**src/rtl/mstb_pkg.sv**
```systemverilog
package mstb_pkg;

    // Default geometry of the bus
    localparam int unsigned MSTB_ADDR_W     = 24;
    localparam int unsigned MSTB_DATA_W     = 16;
    localparam int unsigned MSTB_LOW_BIT    = 20;
    localparam int unsigned MSTB_CMD_CYCLES = 2;

    // Transfer phases
    typedef enum logic [1:0] {
        ST_IDLE = 2'd0,
        ST_ADDR = 2'd1,
        ST_CMD  = 2'd2,
        ST_END  = 2'd3
    } mstb_state_e;

    // Strobe bundle, all active low
    typedef struct packed {
        logic rd_n;
        logic wr_n;
        logic low_rd_n;
        logic low_wr_n;
    } mstb_strobe_t;

    // Output-enable bundle
    typedef struct packed {
        logic addr_en;
        logic data_oe;
    } mstb_drive_t;

    localparam mstb_strobe_t MSTB_STROBE_IDLE = '{rd_n: 1'b1, wr_n: 1'b1,
                                                  low_rd_n: 1'b1, low_wr_n: 1'b1};

    // True when state is one where the address is on the bus
    function automatic logic mstb_addr_phase(input mstb_state_e st);
        return (st == ST_ADDR) || (st == ST_CMD) || (st == ST_END);
    endfunction

endpackage

```
**src/rtl/mstb_seq.sv**
```systemverilog
module mstb_seq
    import mstb_pkg::*;
#(
    parameter int unsigned CMD_CYCLES = MSTB_CMD_CYCLES
) (
    input  logic        clk,
    input  logic        rst,
    input  logic        req_valid,
    output mstb_state_e state,
    output logic        accept,
    output logic        last_cmd
);

    localparam int unsigned CNT_W = (CMD_CYCLES < 2) ? 1 : $clog2(CMD_CYCLES);
    localparam logic [CNT_W-1:0] CNT_LAST = CNT_W'(CMD_CYCLES - 1);

    logic [CNT_W-1:0] cnt;

    assign accept   = (state == ST_IDLE) && req_valid;
    assign last_cmd = (state == ST_CMD) && (cnt == CNT_LAST);

    always_ff @(posedge clk) begin
        if (rst) begin
            state <= ST_IDLE;
            cnt   <= '0;
        end else begin
            unique case (state)
                ST_IDLE: begin
                    if (req_valid) state <= ST_ADDR;
                end
                ST_ADDR: begin
                    state <= ST_CMD;
                    cnt   <= '0;
                end
                ST_CMD: begin
                    if (last_cmd) state <= ST_END;
                    else          cnt   <= cnt + 1'b1;
                end
                ST_END: begin
                    state <= ST_IDLE;
                end
                default: state <= ST_IDLE;
            endcase
        end
    end

    // Command phase can only be entered from the address phase
    AST_CMD_AFTER_ADDR: assert property (@(posedge clk) disable iff (rst)
        (state == ST_CMD && $past(state) != ST_CMD) |-> $past(state) == ST_ADDR);

    // The end phase lasts one clock and returns to idle
    AST_END_TO_IDLE: assert property (@(posedge clk) disable iff (rst)
        (state == ST_END) |=> (state == ST_IDLE));

endmodule

```
**src/rtl/mstb_dpath.sv**
```systemverilog
module mstb_dpath
    import mstb_pkg::*;
#(
    parameter int unsigned ADDR_W  = MSTB_ADDR_W,
    parameter int unsigned DATA_W  = MSTB_DATA_W,
    parameter int unsigned LOW_BIT = MSTB_LOW_BIT
) (
    input  logic              clk,
    input  logic              rst,
    input  logic              accept,
    input  logic              last_cmd,
    input  logic              req_write,
    input  logic [ADDR_W-1:0] req_addr,
    input  logic [DATA_W-1:0] req_wdata,
    input  logic [DATA_W-1:0] bus_rdata,
    output logic              lat_write,
    output logic [ADDR_W-1:0] lat_addr,
    output logic [DATA_W-1:0] lat_wdata,
    output logic              low_hit,
    output logic [DATA_W-1:0] rd_data
);

    localparam int unsigned HI_W = ADDR_W - LOW_BIT;

    logic [HI_W-1:0] addr_hi;

    always_ff @(posedge clk) begin
        if (rst) begin
            lat_write <= 1'b0;
            lat_addr  <= '0;
            lat_wdata <= '0;
        end else if (accept) begin
            lat_write <= req_write;
            lat_addr  <= req_addr;
            lat_wdata <= req_wdata;
        end
    end

    always_ff @(posedge clk) begin
        if (rst)                        rd_data <= '0;
        else if (last_cmd && !lat_write) rd_data <= bus_rdata;
    end

    // Low-window decode on the held address
    assign addr_hi = lat_addr[ADDR_W-1:LOW_BIT];
    assign low_hit = (addr_hi == '0);

    // Held request must not move while a transfer runs
    AST_HOLD_WHILE_BUSY: assert property (@(posedge clk) disable iff (rst)
        (last_cmd) |-> ($stable(lat_addr) && $stable(lat_write)));

endmodule

```
**src/rtl/mstb_strobe.sv**
```systemverilog
module mstb_strobe
    import mstb_pkg::*;
(
    input  mstb_state_e  state,
    input  logic         lat_write,
    input  logic         low_hit,
    output mstb_strobe_t strb,
    output mstb_drive_t  drv
);

    logic cmd_on;

    assign cmd_on = (state == ST_CMD);

    always_comb begin
        strb          = MSTB_STROBE_IDLE;
        strb.rd_n     = ~(cmd_on & ~lat_write);
        strb.wr_n     = ~(cmd_on &  lat_write);
        strb.low_rd_n = strb.rd_n | ~low_hit;
        strb.low_wr_n = strb.wr_n | ~low_hit;
    end

    always_comb begin
        drv.addr_en = mstb_addr_phase(state);
        drv.data_oe = mstb_addr_phase(state) & lat_write;
    end

endmodule

```
**src/rtl/bus_master_strobe.sv**
```systemverilog
module bus_master_strobe
    import mstb_pkg::*;
#(
    parameter int unsigned ADDR_W     = MSTB_ADDR_W,
    parameter int unsigned DATA_W     = MSTB_DATA_W,
    parameter int unsigned LOW_BIT    = MSTB_LOW_BIT,
    parameter int unsigned CMD_CYCLES = MSTB_CMD_CYCLES
) (
    input  logic              clk,
    input  logic              rst,
    input  logic              req_valid,
    input  logic              req_write,
    input  logic [ADDR_W-1:0] req_addr,
    input  logic [DATA_W-1:0] req_wdata,
    output logic              ready,
    output logic              done,
    output logic [DATA_W-1:0] rd_data,
    output logic [ADDR_W-1:0] bus_addr,
    output logic              bus_addr_en,
    output logic [DATA_W-1:0] bus_wdata,
    output logic              bus_data_oe,
    input  logic [DATA_W-1:0] bus_rdata,
    output logic              mem_rd_n,
    output logic              mem_wr_n,
    output logic              low_rd_n,
    output logic              low_wr_n
);

    mstb_state_e  state;
    logic         accept;
    logic         last_cmd;
    logic         lat_write;
    logic         low_hit;
    mstb_strobe_t strb;
    mstb_drive_t  drv;

    mstb_seq #(
        .CMD_CYCLES (CMD_CYCLES)
    ) u_seq (
        .clk       (clk),
        .rst       (rst),
        .req_valid (req_valid),
        .state     (state),
        .accept    (accept),
        .last_cmd  (last_cmd)
    );

    mstb_dpath #(
        .ADDR_W  (ADDR_W),
        .DATA_W  (DATA_W),
        .LOW_BIT (LOW_BIT)
    ) u_dpath (
        .clk       (clk),
        .rst       (rst),
        .accept    (accept),
        .last_cmd  (last_cmd),
        .req_write (req_write),
        .req_addr  (req_addr),
        .req_wdata (req_wdata),
        .bus_rdata (bus_rdata),
        .lat_write (lat_write),
        .lat_addr  (bus_addr),
        .lat_wdata (bus_wdata),
        .low_hit   (low_hit),
        .rd_data   (rd_data)
    );

    mstb_strobe u_strobe (
        .state     (state),
        .lat_write (lat_write),
        .low_hit   (low_hit),
        .strb      (strb),
        .drv       (drv)
    );

    assign mem_rd_n    = strb.rd_n;
    assign mem_wr_n    = strb.wr_n;
    assign low_rd_n    = strb.low_rd_n;
    assign low_wr_n    = strb.low_wr_n;
    assign bus_addr_en = drv.addr_en;
    assign bus_data_oe = drv.data_oe;
    assign ready       = (state == ST_IDLE);
    assign done        = (state == ST_END);

    // A strobe may only fall after a full clock of driven, steady address
    AST_ADDR_SETUP: assert property (@(posedge clk) disable iff (rst)
        ($fell(mem_rd_n) || $fell(mem_wr_n)) |->
            ($past(bus_addr_en) && $stable(bus_addr)));

    AST_RD_WR_EXCL: assert property (@(posedge clk) disable iff (rst)
        !(!mem_rd_n && !mem_wr_n));

    AST_LOW_RD_QUAL: assert property (@(posedge clk) disable iff (rst)
        !low_rd_n |-> !mem_rd_n);

    AST_LOW_WR_QUAL: assert property (@(posedge clk) disable iff (rst)
        !low_wr_n |-> !mem_wr_n);

    AST_LOW_DECODE: assert property (@(posedge clk) disable iff (rst)
        ((!mem_rd_n || !mem_wr_n) && bus_addr[ADDR_W-1:LOW_BIT] == '0) |->
            (low_rd_n == mem_rd_n && low_wr_n == mem_wr_n));

    AST_DONE_PULSE: assert property (@(posedge clk) disable iff (rst)
        done |=> (!done && ready));

    AST_BUSY_ADDR_HOLD: assert property (@(posedge clk) disable iff (rst)
        (bus_addr_en && $past(bus_addr_en)) |-> $stable(bus_addr));

    AST_READY_DROPS: assert property (@(posedge clk) disable iff (rst)
        (ready && req_valid) |=> !ready);

endmodule

```
**config.mk**
```make
export PLATFORM = sky130hd
export DESIGN_NAME = bus_master_strobe
export DESIGN_NICKNAME = d
export VERILOG_FILES = /design/src/rtl/mstb_pkg.sv /design/src/rtl/mstb_seq.sv /design/src/rtl/mstb_dpath.sv /design/src/rtl/mstb_strobe.sv /design/src/rtl/bus_master_strobe.sv
export SDC_FILE = /design/constraint.sdc
export NUM_CORES = 1
export LEC_CHECK = 0
export BUFFER_PORTS_ARGS = -buffer_cell sky130_fd_sc_hd__buf_2
export CAP_MARGIN = 20
export CORE_MARGIN = 2
export CORE_UTILIZATION = 44
export CTS_BUF_LIST = sky130_fd_sc_hd__clkbuf_8 sky130_fd_sc_hd__clkbuf_16
export DETAILED_ROUTE_END_ITERATION = 8
export PLACE_DENSITY = 0.79
export SLEW_MARGIN = 40
export SYNTH_ARGS = -nofsm -noshare
export SYNTH_HDL_FRONTEND = slang
export SYNTH_SLANG_ARGS = --single-unit
```
**constraint.sdc**
```tcl
create_clock -name clk -period 1.7 [get_ports clk]
set_clock_uncertainty 0.05 [all_clocks]
set_input_delay 0.34 -clock clk [delete_from_list [all_inputs] [get_ports clk]]
set_output_delay 0.34 -clock clk [all_outputs]
set_load 0.02 [all_outputs]
```
* Word level (Yosys, flattened, before mapping)
Cells that the tools add are included. W data, S select, Z words.
Word-level totals: output and inout port bits 64, flip-flop bits (word level) 60, input bits 60, logic and storage cells 38
Operators by class: equality and inequality tests 6, bitwise logic cells 9, muxes and demuxes 5, $add $sub $neg 1, reduce and logical (&&, ||, !) cells 11
Operators by type and width (number):
- $pmux W2 S4 | 1
- $ne A2 B2 Y1 const B | 3
- $eq A2 B2 Y1 const B | 2
- $logic_not A4 Y1 | 1
- $mux W2 | 2
- $not A1 Y1 | 4
- $reduce_and A2 Y1 | 2
- $and A1 B1 Y1 | 3
- $logic_and A1 B1 Y1 | 3
- $eq A2 B1 Y1 const B | 1
- $logic_not A2 Y1 | 1
- $logic_or A1 B1 Y1 | 2
- $or A1 B1 Y1 | 2
- $pmux W1 S2 | 1
- $reduce_bool A2 Y1 | 1
- $add A1 B1 Y1 const B | 1
- $logic_not A1 Y1 | 1
- $mux W1 | 1

* Depth between registers and ports, before layout
word-level depth 4, mapped depth 8, gate-level depth less buffers 5

* By module
Synthesis repeated with hierarchy kept, for this count alone.
Unflattened totals: cell total of the unflattened synthesis 237, area total of the unflattened synthesis 2476.1 µm²
Modules (own cells, without submodules):
- mstb_dpath | times used 1, cells each 205, area an instance 2190.9 µm²
- mstb_seq | times used 1, cells each 24, area an instance 225.2 µm²
- mstb_strobe | times used 1, cells each 6, area an instance 50.0 µm²
- bus_master_strobe | times used 1, cells each 2, area an instance 10.0 µm²

* Least setup slack after synthesis
OpenSTA, ideal clock, no wires.
path type reg2reg, start register u_seq.state[0], end register u_dpath.rd_data[0], clock period less this slack 1511 ps, path buffers 3, setup time 136 ps, path slack 189 ps, stages on the path, launching flop included 9, data required time 1514 ps, arrival time 1325 ps, cell sequence dfxtp_1 -> inv_1 -> ha_1 -> buf_4 -> and3b_1 -> buf_4 -> buf_6 -> nand2_1 -> a21oi_2
Between the ends: cells in the longest elaborated chain, start to end 3
Ends and longest elaborated chain:
- start, declared | line mstb_seq.sv:9 | output mstb_state_e state,
- start signal, assigned | line mstb_seq.sv:24 | state <= ST_IDLE;
- start signal, assigned | line mstb_seq.sv:29 | if (req_valid) state <= ST_ADDR;
- start signal, assigned | line mstb_seq.sv:32 | state <= ST_CMD;
- $eq A2 B2 Y1 | line mstb_seq.sv:20 | assign last_cmd = (state == ST_CMD) && (cnt == CNT_LAST);
- $logic_and A1 B1 Y1 | line mstb_seq.sv:20
- $logic_and A1 B1 Y1 | line mstb_dpath.sv:41 | else if (last_cmd && !lat_write) rd_data <= bus_rdata;
- end signal, assigned | line mstb_dpath.sv:41
- end, declared | line mstb_dpath.sv:20 | output logic [DATA_W-1:0] rd_data
No other way between the ends. A chain may end at the register's enable or synchronous reset.

* Worst setup path in the final report
start register u_dpath.lat_addr[23], end output port low_rd_n
Between the ends: cells in the longest elaborated chain, start to end 3
Ends and longest elaborated chain:
- start, declared | line mstb_dpath.sv:17 | output logic [ADDR_W-1:0] lat_addr,
- start signal, assigned | line mstb_dpath.sv:34 | lat_addr <= req_addr;
- $logic_not A4 Y1 | line mstb_dpath.sv:46 | assign low_hit = (addr_hi == '0);
- $not A1 Y1 | line mstb_strobe.sv:19 | strb.low_rd_n = strb.rd_n | ~low_hit;
- $or A1 B1 Y1 | line mstb_strobe.sv:19
- end, declared | line bus_master_strobe.sv:25 | output logic low_rd_n,
No other way between the ends.

==> impl_results.md <==
- Ports: 124
- Avg Vias per Cell: 4.68
- Worst-path fanout max: 3
- CP Class: register to primary output
- Pin count of the biggest net entering global routing: 30
- Die X: 75.8 um
- CP Capture Point: low_rd_n
- Worst path slowest cell: dfxtp_2
- Final Power: 4.56 mW
- # clock sinks: 60
- Layout area overhead: 39.8%
- Post-route cell area: 3170 um^2
- # rows: 26
- Clk buf depth: 2
- Clock Latency Late Sink: 0.31 ns
- Num CTS Buffers: 9
- Port bufs: 123
- Global-route wire length before repair: 8350 um
- Crit. End Element: primary output
- Worst setup path start: u_dpath.lat_addr[23]$_SDFFE_PP0P_
- Synth Net Count: 349
- R2R Setup Slk: 0.18 ns
- Initial antenna violation count: 0
- Initial Util: 0.449
- Grt total ovfl: 0
- Rel. slew slack: 0.747
- Worst path max stage delay: 0.34 ns
- Clock H-tree levels: 3
- Worst r2r dst: u_dpath.lat_addr[7]$_SDFFE_PP0P_
- Outcome: finished, final reports clean
- Maximum capacitance violations: 0
- Syn avg cell area: 8.01 um^2
- Dpl cells: 462
- YS warnings: 0
- Setup WS post-layout: 0.0655 ns
- Final setup viols: 0
- FF+latch count, synth: 60
- Synth Instances: 283
- RSZ-0062 raised after global routing: yes
- 1st-pass router iterations: 4
- Share of layout cells above drive strength 1: 0.390
- N_diodes: 0
- Final HPWL DP: 3930 um
- R2R cell count: 6
- Crit path DAT: 1.24 ns
- Post-layout minimum cycle time: 1.63 ns
- Residual DRC: 0
- Total global-route track usage: 0.190
- Achievable Freq: 0.612 GHz
- Final Max Tran Viols: 0
- CTS Hold Bufs: 0
- Detail Route Antenna Nets: 0
- Leakage Power: 1.50 nW
- Class of the worst hold path: primary input to register
- WL final: 5640 um
- Non-filler cells, final: 478
- Cells along the critical path: nor4_4 -> nand3b_1 -> buf_2
- Worst-Margin Slew: 0.377 ns
- Vias in the first global route: 1956
- Period utilisation layout: 0.961
- Cell area after synthesis: 2270 um^2
- Height of the die: 75.8 um
- Violation count after the first detailed-route iteration: 81
- Wirelength per Cell: 11.8 um
- Nets: 469
- Hold Crit Depth: 3
- VDD IR max: 0.689 mV
- RePlAce Congestion: 0.721
- Critical R2R Launch: u_seq.state[1]$_SDFFE_PP0P_
- Placed Area: 2920 um^2
- DR vias: 2236
- Dpl ws: -0.0364 ns
- Cell Pwr Density: 1440 nW/um^2
- Die ar.: 5740 um^2
- CTS tree: yes
- Distinct cells, synth: 26
- Worst Path Required: 1.31 ns
- Core Footprint: 5040 um^2
- Seq/Total Area, Yosys: 0.530
- Worst Setup Start Kind: register
- Fin. Hold Viols: 0
- CTS root buf: clkbuf_8
- CTS clk-pin slew, worst paths: 0.06 ns
==> cells by family after synthesis <==
kind of cell,count (synthesis),synth area share
AOI/OAI and AO/OA,61,0.149
adders and majority gates,6,0.0331
buffers and inverters,26,0.0558
and+or+nand+nor,129,0.228
muxes,1,0.00442
DFF,60,0.530
==> worst max-delay path, delay by kind of cell (launching register included) <==
kind                   cells  cell delay [ns]
buffers and inverters      1             0.17
flip-flops                 1             0.34
AND/OR/NAND/NOR            2             0.42
==> layout make-up <==
type | count | area (um^2)
Clock buffer | 11 | 151
Clock inverter | 5 | 51.3
Fill cell | 446 | 1870
Timing Repair Buffer | 129 | 676
Multi-Input combinational cell | 197 | 970
Sequential cell | 60 | 1210
Inverter | 6 | 22.5
Tap cell | 70 | 87.6
==> cell usage in the layout (no fill, tap or decap), drive strengths merged, types with 2 or more instances in the layout <==
| cell type | instances |
|---|---|
| dfxtp | 60 |
| ha | 6 |
| clkbuf | 11 |
| nand2 | 118 |
| a21oi | 58 |
| nor2b | 2 |
| buf | 129 |
| inv | 7 |
| clkinv | 2 |
| nand3b | 2 |
==> worst min-delay path by stage <==
stage	startpoint	end	slack (ns)
after floorplan	req_write	u_dpath.lat_write$_SDFFE_PP0P_	0.43
after global placement	u_dpath.rd_data[9]$_SDFFE_PP0P_	u_dpath.rd_data[9]$_SDFFE_PP0P_	0.39
after detailed placement	u_dpath.lat_addr[16]$_SDFFE_PP0P_	u_dpath.lat_addr[16]$_SDFFE_PP0P_	0.39
after CTS	req_wdata[4]	u_dpath.lat_wdata[4]$_SDFFE_PP0P_	0.19
after global routing	req_addr[16]	u_dpath.lat_addr[16]$_SDFFE_PP0P_	0.20
final	req_wdata[3]	u_dpath.lat_wdata[3]$_SDFFE_PP0P_	0.21
==> cells in the mapped netlist <==
| master | n | share of area |
|---|---|---|
| nand3b_2 | 1 | 0.0050 |
| or3_1 | 1 | 0.0028 |
| o21ai_0 | 1 | 0.0022 |
| a21oi_2 | 6 | 0.023 |
| inv_1 | 6 | 0.0099 |
| nand3b_1 | 1 | 0.0033 |
| mux2i_1 | 1 | 0.0044 |
| clkbuf_1 | 4 | 0.0066 |
| buf_6 | 1 | 0.0050 |
| nand2_1 | 118 | 0.20 |
| nor4_1 | 1 | 0.0028 |
| nand2b_1 | 1 | 0.0028 |
| clkbuf_2 | 1 | 0.0022 |
| buf_1 | 4 | 0.0066 |
| and3b_1 | 1 | 0.0039 |
| nor2b_1 | 2 | 0.0055 |
| o211a_1 | 1 | 0.0044 |
| a221oi_1 | 1 | 0.0039 |
| and2_1 | 1 | 0.0028 |
| dfxtp_1 | 60 | 0.53 |
| nand3_1 | 1 | 0.0022 |
| buf_4 | 3 | 0.0099 |
| buf_2 | 7 | 0.015 |
| ha_1 | 6 | 0.033 |
| nor2_1 | 1 | 0.0017 |
| a21oi_1 | 52 | 0.11 |
==> stage by stage <==
stage          utilization  hold slack (ns)  setup TNS, ns
6_report             0.628            0.210              0
5_1_grt              0.628            0.200        -0.0362
4_1_cts              0.624            0.194              0
3_5_place_dp         0.580            0.394         -0.325
3_3_place_gp         0.580            0.389              0
2_1_floorplan            -            0.426              0
==> state kept, by name, indices dropped and copies added (netlist names) <==
signal / count
u_dpath.lat_wdata: 16
u_dpath.lat_addr: 24
u_seq.state: 2
u_seq.cnt: 1
u_dpath.rd_data: 16
u_dpath.lat_write: 1
==> report_power, final <==
| part | internal, mW | switching [mW] | leakage (nW) | total (mW) |
|---|---|---|---|---|
| clock network | 0.747 | 0.514 | 0.107 | 1.26 |
| logic | 0.562 | 0.958 | 0.903 | 1.52 |
| registers | 1.64 | 0.147 | 0.491 | 1.78 |
| total | 2.94 | 1.62 | 1.50 | 4.56 |
==> routing by layer <==
layer / global-route usage / vias to the layer above / routed length (um)
met5: 0 / - / 0
met4: 0.0741 / 0 / 44
met3: 0.0661 / 5 / 443
met2: 0.322 / 77 / 2760
met1: 0.220 / 1006 / 2380
li1: - / 1148 / -
==> timing repair <==
item | CTS | global route
setup buffers | 0 | 0
endpoints found under the setup margin | 21 | 5
resized for setup | 6 | 7
pin swaps | 0 | 1
(Power assumes the default switching activity.)
